<file path="config.mk">
export PLATFORM = sky130hd
export DESIGN_NAME = trig_hold_timer
export DESIGN_NICKNAME = d
export VERILOG_FILES = /design/src/rtl/tht_pkg.sv /design/src/rtl/trig_edge_sync.sv /design/src/rtl/hold_sequencer.sv /design/src/rtl/flag_pulse_gen.sv /design/src/rtl/trig_hold_timer.sv
export SDC_FILE = /design/constraint.sdc
export NUM_CORES = 1
export LEC_CHECK = 0
export ABC_AREA = 0
export BUFFER_PORTS_ARGS = -buffer_cell sky130_fd_sc_hd__clkbuf_2
export CORE_MARGIN = 4
export CORE_UTILIZATION = 60
export DETAILED_ROUTE_END_ITERATION = 7
export HOLD_SLACK_MARGIN = 0.08
export MAX_ROUTING_LAYER = met4
export PLACE_DENSITY = 0.8
export SLEW_MARGIN = 40
export SYNTH_ARGS = -nofsm -noshare
export SYNTH_HDL_FRONTEND = slang
export SYNTH_HIERARCHICAL = 1
export SYNTH_SLANG_ARGS = --single-unit
</file>
<file path="constraint.sdc">
create_clock -name clk -period 3.8 [get_ports clk]
set_input_delay 0.38 -clock clk [delete_from_list [all_inputs] [get_ports clk]]
set_output_delay 0.38 -clock clk [all_outputs]
set_load 0.01 [all_outputs]
</file>
<file path="src/rtl/tht_pkg.sv">
`timescale 1ns/1ps
package tht_pkg;
  typedef enum logic [1:0] {
    SEQ_IDLE    = 2'd0,
    SEQ_DELAY   = 2'd1,
    SEQ_SETTLE  = 2'd2,
    SEQ_CONVERT = 2'd3
  } seq_state_e;

  function automatic int unsigned cnt_bits(input int unsigned n);
    return (n < 2) ? 1 : $clog2(n);
  endfunction
endpackage

</file>
<file path="src/rtl/trig_edge_sync.sv">
`timescale 1ns/1ps
module trig_edge_sync #(
  parameter int unsigned STAGES = 2
) (
  input  logic clk,
  input  logic rst_n,
  input  logic async_in,
  output logic rise
);
  localparam int unsigned W = STAGES + 1;

  logic [W-1:0] chain;

  always_ff @(posedge clk or negedge rst_n) begin
    if (!rst_n) chain <= '0;
    else        chain <= {chain[W-2:0], async_in};
  end

  // chain[STAGES-1] is the settled level, chain[STAGES] its previous value
  assign rise = chain[STAGES-1] & ~chain[STAGES];
endmodule

</file>
<file path="src/rtl/hold_sequencer.sv">
`timescale 1ns/1ps
module hold_sequencer
  import tht_pkg::*;
#(
  parameter int unsigned HOLD_CYC   = 3,
  parameter int unsigned SETTLE_CYC = 10
) (
  input  logic clk,
  input  logic rst_n,
  input  logic trig_rise,
  input  logic flag,
  input  logic conv_done,
  output logic sh_hold,
  output logic conv_start
);
  localparam int unsigned MAXC = (HOLD_CYC > SETTLE_CYC) ? HOLD_CYC : SETTLE_CYC;
  localparam int unsigned CW   = cnt_bits(MAXC);
  localparam logic [CW-1:0] HOLD_LAST   = CW'(HOLD_CYC - 1);
  localparam logic [CW-1:0] SETTLE_LAST = CW'(SETTLE_CYC - 1);

  seq_state_e     state;
  logic [CW-1:0]  cnt;

  always_ff @(posedge clk or negedge rst_n) begin
    if (!rst_n) begin
      state      <= SEQ_IDLE;
      cnt        <= '0;
      sh_hold    <= 1'b0;
      conv_start <= 1'b0;
    end else begin
      conv_start <= 1'b0;
      unique case (state)
        SEQ_IDLE: begin
          cnt <= '0;
          if (trig_rise && !flag) state <= SEQ_DELAY;
        end
        SEQ_DELAY: begin
          if (cnt == HOLD_LAST) begin
            cnt     <= '0;
            sh_hold <= 1'b1;
            state   <= SEQ_SETTLE;
          end else begin
            cnt <= cnt + 1'b1;
          end
        end
        SEQ_SETTLE: begin
          if (cnt == SETTLE_LAST) begin
            cnt        <= '0;
            conv_start <= 1'b1;
            state      <= SEQ_CONVERT;
          end else begin
            cnt <= cnt + 1'b1;
          end
        end
        SEQ_CONVERT: begin
          if (conv_done) begin
            sh_hold <= 1'b0;
            state   <= SEQ_IDLE;
          end
        end
        default: state <= SEQ_IDLE;
      endcase
    end
  end
endmodule

</file>
<file path="src/rtl/flag_pulse_gen.sv">
`timescale 1ns/1ps
module flag_pulse_gen
  import tht_pkg::*;
#(
  parameter int unsigned PULSE_CYC = 50
) (
  input  logic clk,
  input  logic rst_n,
  input  logic flag,
  output logic pulse_n
);
  localparam int unsigned CW = cnt_bits(PULSE_CYC);
  localparam logic [CW-1:0] LAST = CW'(PULSE_CYC - 1);

  logic          flag_q;
  logic [CW-1:0] cnt;
  logic          flag_rise;

  assign flag_rise = flag & ~flag_q;

  always_ff @(posedge clk or negedge rst_n) begin
    if (!rst_n) begin
      flag_q  <= 1'b0;
      cnt     <= '0;
      pulse_n <= 1'b1;
    end else begin
      flag_q <= flag;
      if (flag_rise) begin
        cnt     <= '0;
        pulse_n <= 1'b0;
      end else if (!pulse_n) begin
        if (cnt == LAST) pulse_n <= 1'b1;
        else             cnt     <= cnt + 1'b1;
      end
    end
  end
endmodule

</file>
<file path="src/rtl/trig_hold_timer.sv">
`timescale 1ns/1ps
module trig_hold_timer #(
  parameter int unsigned SYNC_STAGES = 2,
  parameter int unsigned HOLD_CYC    = 3,
  parameter int unsigned SETTLE_CYC  = 10,
  parameter int unsigned PULSE_CYC   = 50
) (
  input  logic clk,
  input  logic rst_n,
  input  logic trig_in,
  input  logic data_ready,
  input  logic conv_done,
  output logic sh_hold,
  output logic conv_start,
  output logic trig_out_n
);
  logic trig_rise;

  trig_edge_sync #(.STAGES(SYNC_STAGES)) u_sync (
    .clk      (clk),
    .rst_n    (rst_n),
    .async_in (trig_in),
    .rise     (trig_rise)
  );

  hold_sequencer #(.HOLD_CYC(HOLD_CYC), .SETTLE_CYC(SETTLE_CYC)) u_seq (
    .clk        (clk),
    .rst_n      (rst_n),
    .trig_rise  (trig_rise),
    .flag       (data_ready),
    .conv_done  (conv_done),
    .sh_hold    (sh_hold),
    .conv_start (conv_start)
  );

  flag_pulse_gen #(.PULSE_CYC(PULSE_CYC)) u_pulse (
    .clk     (clk),
    .rst_n   (rst_n),
    .flag    (data_ready),
    .pulse_n (trig_out_n)
  );
endmodule

</file>
## After elaboration in Yosys (flattened, before gate mapping)

Cells that the tools add are included.

| cells by class | value |
|---|---|
| add/subtract/negate cells | 2 |
| equality and inequality tests | 12 |
| mux-type cells | 19 |
| bitwise operators | 4 |
| reduce and logical (&&, ||, !) cells | 8 |

Operators by type and width:

| kind | count |
|---|---|
| two-way mux 6 bit | 3 |
| case mux 4 bit (3 select lines) | 1 |
| two-way mux 2 bit | 4 |
| two-way mux 4 bit | 2 |
| inequality test 2 x 1 -> 1 bit, second input constant | 4 |
| case mux 2 bit (4 select lines) | 1 |
| two-way mux 1 bit | 7 |
| adder 6 x 1 -> 6 bit, second input constant | 1 |
| == test 6 bit, second input constant | 1 |
| adder 4 x 1 -> 4 bit, second input constant | 1 |
| == test 2 bit, second input constant | 2 |
| == test 4 x 2 -> 1 bit, second input constant | 1 |
| == test 4 bit, second input constant | 1 |
| inequality test 2 bit, second input constant | 2 |
| AND reduction 4 bit | 1 |
| AND reduction 3 bit | 1 |
| nonzero test 3 bit | 1 |
| AND 1 bit | 2 |
| == test 2 x 1 -> 1 bit, second input constant | 1 |
| zero test 2 bit | 1 |
| NOT 1 bit | 2 |
| case mux 1 bit (2 select lines) | 1 |
| AND reduction 2 bit | 1 |
| nonzero test 2 bit | 1 |
| 2 further kinds | 2 |

| word-level totals | value |
|---|---|
| bits in registers | 19 |
| input port bits | 5 |
| output and inout bits | 3 |
| word-level logic and storage cells | 53 |

## Logic depth before layout (Yosys ltp)

| logic depth | value |
|---|---|
| depth after elaboration | 5 |
| depth in mapped cells | 6 |
| depth with buffers taken out | 5 |

## By module

Netlist, hierarchy kept.

Modules (own cells, without submodules):

| module | times used | cells each | area an instance (um2) | sequential area each (um2) |
|---|---|---|---|---|
| hold_sequencer | 1 | 58 | 565.5 | 200.2 |
| flag_pulse_gen | 1 | 39 | 410.4 | 201.4 |
| trig_edge_sync | 1 | 4 | 88.8 | 75.1 |

## Worst setup path before layout

No wires, ideal clock.

| path | value |
|---|---|
| path type | flip-flop to flip-flop |
| start point | reg u_seq.cnt[0] |
| end point | reg u_seq.state[1] |
| library setup time | 0.125 ns |
| arrival time | 1.588 ns |
| required time | 3.675 ns |
| setup slack | 2.087 ns |
| stages on the path, launching flop included | 5 |
| path buffers | 0 |
| period minus slack after synthesis | 1.713 ns |
| cells stage by stage | dfrtp_1 > or4b_4 > a21oi_4 > o221ai_2 > mux2_4 |

| on the way | value |
|---|---|
| longest elaborated chain between the ends | 3 |
| elaborated cells between the ends (all ways) | 5 |
| classes of those cells | eq/ne (4); reduce/logical (1) |

Ends and longest elaborated chain:

| what | RTL line | text |
|---|---|---|
| start: declaration | hold_sequencer.sv:22 | `logic [CW-1:0] cnt;` |
| start signal: assignment | hold_sequencer.sv:43 | `cnt <= cnt + 1'b1;` |
| start signal: assignment | hold_sequencer.sv:52 | `cnt <= cnt + 1'b1;` |
| == test 4 bit or == test 4 x 2 -> 1 bit (tied branches) | hold_sequencer.sv:47, hold_sequencer.sv:38 |  |
| inequality test 2 x 1 -> 1 bit (no line) | - |  |
| AND reduction 4 bit (no line) (*) | - |  |
| end signal: assignment | hold_sequencer.sv:50 | `state <= SEQ_CONVERT;` |
| end signal: assignment | hold_sequencer.sv:58 | `state <= SEQ_IDLE;` |
| end signal: assignment | hold_sequencer.sv:61 | `default: state <= SEQ_IDLE;` |
| end: declaration | hold_sequencer.sv:21 | `seq_state_e state;` |

Mark *: on every way between the ends. The rest lies on a longest branch, timed or not.
A chain may end at the register's enable or synchronous reset.

## Final worst setup path

Ends and elaborated chain as after synthesis.

==> summary.md <==
| Metric | Value |
|---|---|
| Status | complete, no violations |
| Number of fill cells | approximately 130 |
| Max Clk Rate | between 500 and 600 MHz |
| Skew-Pair Late Insertion Delay | roughly 0.28 ns |
| Clk_skew | between 0.002 and 0.003 ns |
| Pwr Total | ~740 uW |
| Cell taking the most area after synthesis | dfrtp_1 |
| Slowest-stage cell, CP | or4b_4 |
| RSZ-0062 raised after global routing | no |
| Most numerous cell in the Yosys netlist | dfrtp_1 |
| Tightest Pin Transition | approximately 0.5 ns |
| CP Capture Type | register |
| Crit-path max cell delay | 0.59 ns |
| Area contributors post-synth | dfrtp_1, ha_1, inv_1 |
| Largest net degree at the start of global routing | 20 |
| Critical path type | reg2reg |
| Chip Height | about 50 um |
| Place WS | between 1.5 and 2 ns |
| Mapped cell area | around 0.0011 sq mm |
| Sequential area share after synthesis | roughly 45% |
| Syn avg cell area | approximately 11 sq um |
| Crit-path leading delay family | simple AND/OR/NAND/NOR gates |
| Nets@finish | ~130 |
| Mapped Cells | between 100 and 150 |
| Startpoint Class | register |
| Async S/R FF share, synth | 100% |
| Detailed Route Iter0 Violations | 20 |
| WL/cell | 13.7 um |
| Via/cell ratio | around 5.8 |
| PortBufs | 7 |
| Initial antenna violation count | 0 |
| Worst min-delay path class | in2reg |
| CP arrival | roughly 2 ns |
| Via count | between 700 and 800 |
| CTS resizes | 0 |
| Max-cap violations | 0 |
| Root Buffer | clkbuf_4 |
| Placed wire-length estimate | ~1400 um |
| Cell Pwr Density | roughly 640 mW/mm^2 |
| Die extent in x | 50.1 um |
| CP required | a little under 4 ns |
| Gr ovfl total | 0 |
| Final Critical Period | 1.82 ns |
| Clock Sink Count | 19 |
| First-pass GRT wire length | between 3000 and 4000 um |
| Setup_tns | 0 ns |
| Clock tree buffer depth | 2 |
| Global routing's busiest layer | met2 |
| Grt met2 use | between 20 and 30% |
| IO Count | 8 |
| Met1 Resource Use GR | a little over a fifth |
| Synthesis-stage register bit count | 19 |
| Max Slew Vio Count | 0 |
| Final hold slack | slightly below 0.2 ns |
| Final Cycle Share | a little under half |
| DRT antenna net count | 0 |
| Critical path, cell by cell | or4b_4 > a21oi_4 > o221ai_2 > mux2_4 |
| TritonCTS clock tree | yes |
| Num CTS Buffers | 3 |
| Worst Path Buf+Inv | 0 |
| H-tree depth | 1 |
| Clock slew at reported path FFs | approximately 0.10 ns |
| Ys flop type | dfrtp_1 |
| Layout cell share with drive strength beyond 1 | a little under a fifth |
| GPL Wtd Cong | about 0.86 |
| Core area | 0.00159 sq mm |
| Top cells by count, synth | dfrtp_1, inv_1, ha_1, nor2_1, a21oi_1 |
| Leakage power | 0.535 nW |
| Vias in the first global route | 754 |
| Pre-Repair DR Iteration Count | 4 |
| Post-Syn Nets | 114 |
| Yosys cell types | 42 |
| Hold Violations, Final | 0 |
| Final wirelength | roughly 1900 um |
| Row cnt | 14 |
| Worst slew margin | about two thirds |
| Total global-route track usage | between 10% and 20% |
| Final setup fails | 0 |
| Met3 Track Usage GR | approximately 4% |
| Diode count | 0 |
| DIE AREA | about 0.0025 sq mm |
| Yosys warns | 6 |
| Area delta synth->final | 8.81% |
| Fin worst setup slack | between 1.5 and 2 ns |
| Critical path peak fanout | 8 |
| Peak VDD IR | roughly 0.47 mV |
| Top cell type's share of synthesized area | between 40% and 50% |
| Initial Utilization | about two thirds |
| Post-synth EDFFs | 0 |
| Post-route DRC | 0 |
[final cells by class]
cell class	instances	area, sq um	share of cell area (%)
clock buffer	4	26.3	2.27
inverter	9	33.8	2.92
multi-input combinational	71	547	47.2
tap	24	30.0	2.59
timing repair buffer	8	45.0	3.89
sequential	19	477	41.1
[power by group]
part,switching (mW),total [mW],internal [mW]
combinational,0.186,0.342,0.156
sequential,0.0530,0.299,0.246
clock,0.0566,0.0974,0.0407
total,0.296,0.739,0.443
[final timing paths]
path,start,to,slack [ns],depth (start not counted)
max,u_seq/cnt[0],u_seq/state[1],1.98,4
min,trig_in,u_sync/chain[0],0.20,1
max reg2reg,u_seq/cnt[0],u_seq/state[1],1.98,4
min reg2reg,u_sync/chain[0],u_sync/chain[1],0.37,0
max in group asynchronous,rst_n,u_pulse/pulse_n,2.90,2
min in group asynchronous,rst_n,u_sync/chain[1],0.56,2
[cell families (layout without fill, tap and decap cells)]
group,Yosys count,in the layout,share of synthesized area [%]
AOI/OAI and AO/OA,26,26,17.6
xor gates and xnor gates,1,1,0.823
adders and majority gates,8,8,9.40
buffers and inverters,11,21,3.88
DFF,19,19,44.8
muxes,3,3,3.41
and+or+nand+nor,33,33,20.1
[metal layers]
layer	vias up	wire length (um)	part of all wire, %
met1	376	848	46
li1	382	-	-
met4	0	10	0.54
met5	-	0	0
met3	2	78	4.2
met2	24	919	50
[metrics by stage]
step	utilization, %	instances	instance area (sq um)
final	72.7	135	1160
after global routing	72.7	135	1160
after CTS	72.7	135	1160
after detailed placement	70.4	130	1120
after global placement	70.4	130	1120
after floorplan	-	101	1060
[flip-flops by register name, indices dropped and copies added (netlist names)]
name,count
u_sync/chain,3
u_pulse/pulse_n,1
u_pulse/flag_q,1
u_seq/cnt,4
u_pulse/cnt,6
u_seq/conv_start,1
u_seq/state,2
u_seq/sh_hold,1
[cells in the final DEF, fill, tap and decap left out, types with 3 or more instances in the layout]
cell type / synthesis / routed
nor2_1: 8 / 8
nand2_1: 5 / 5
dfrtp_1: 18 / 18
clkbuf_4: 0 / 3
a21oi_1: 6 / 6
o21ai_0: 4 / 4
nand3_1: 3 / 3
inv_1: 9 / 9
clkbuf_2: 0 / 7
ha_1: 8 / 8
[worst reg2reg max path: cells and delay by family, from the launching register on]
family             cells  cell delay, ns
DFF                    1            0.45
and+or+nand+nor        1            0.59
muxes                  1            0.32
AOI/OAI and AO/OA      2            0.35
[repair_timing]
| action | in CTS | in global routing |
|---|---|---|
| endpoints found under the setup margin | 0 | 0 |
| setup buffers | 0 | 0 |
| hold endpoints to repair | 18 | 0 |
| hold buffers | 1 | 0 |
Power figures use the tool's default switching activity.
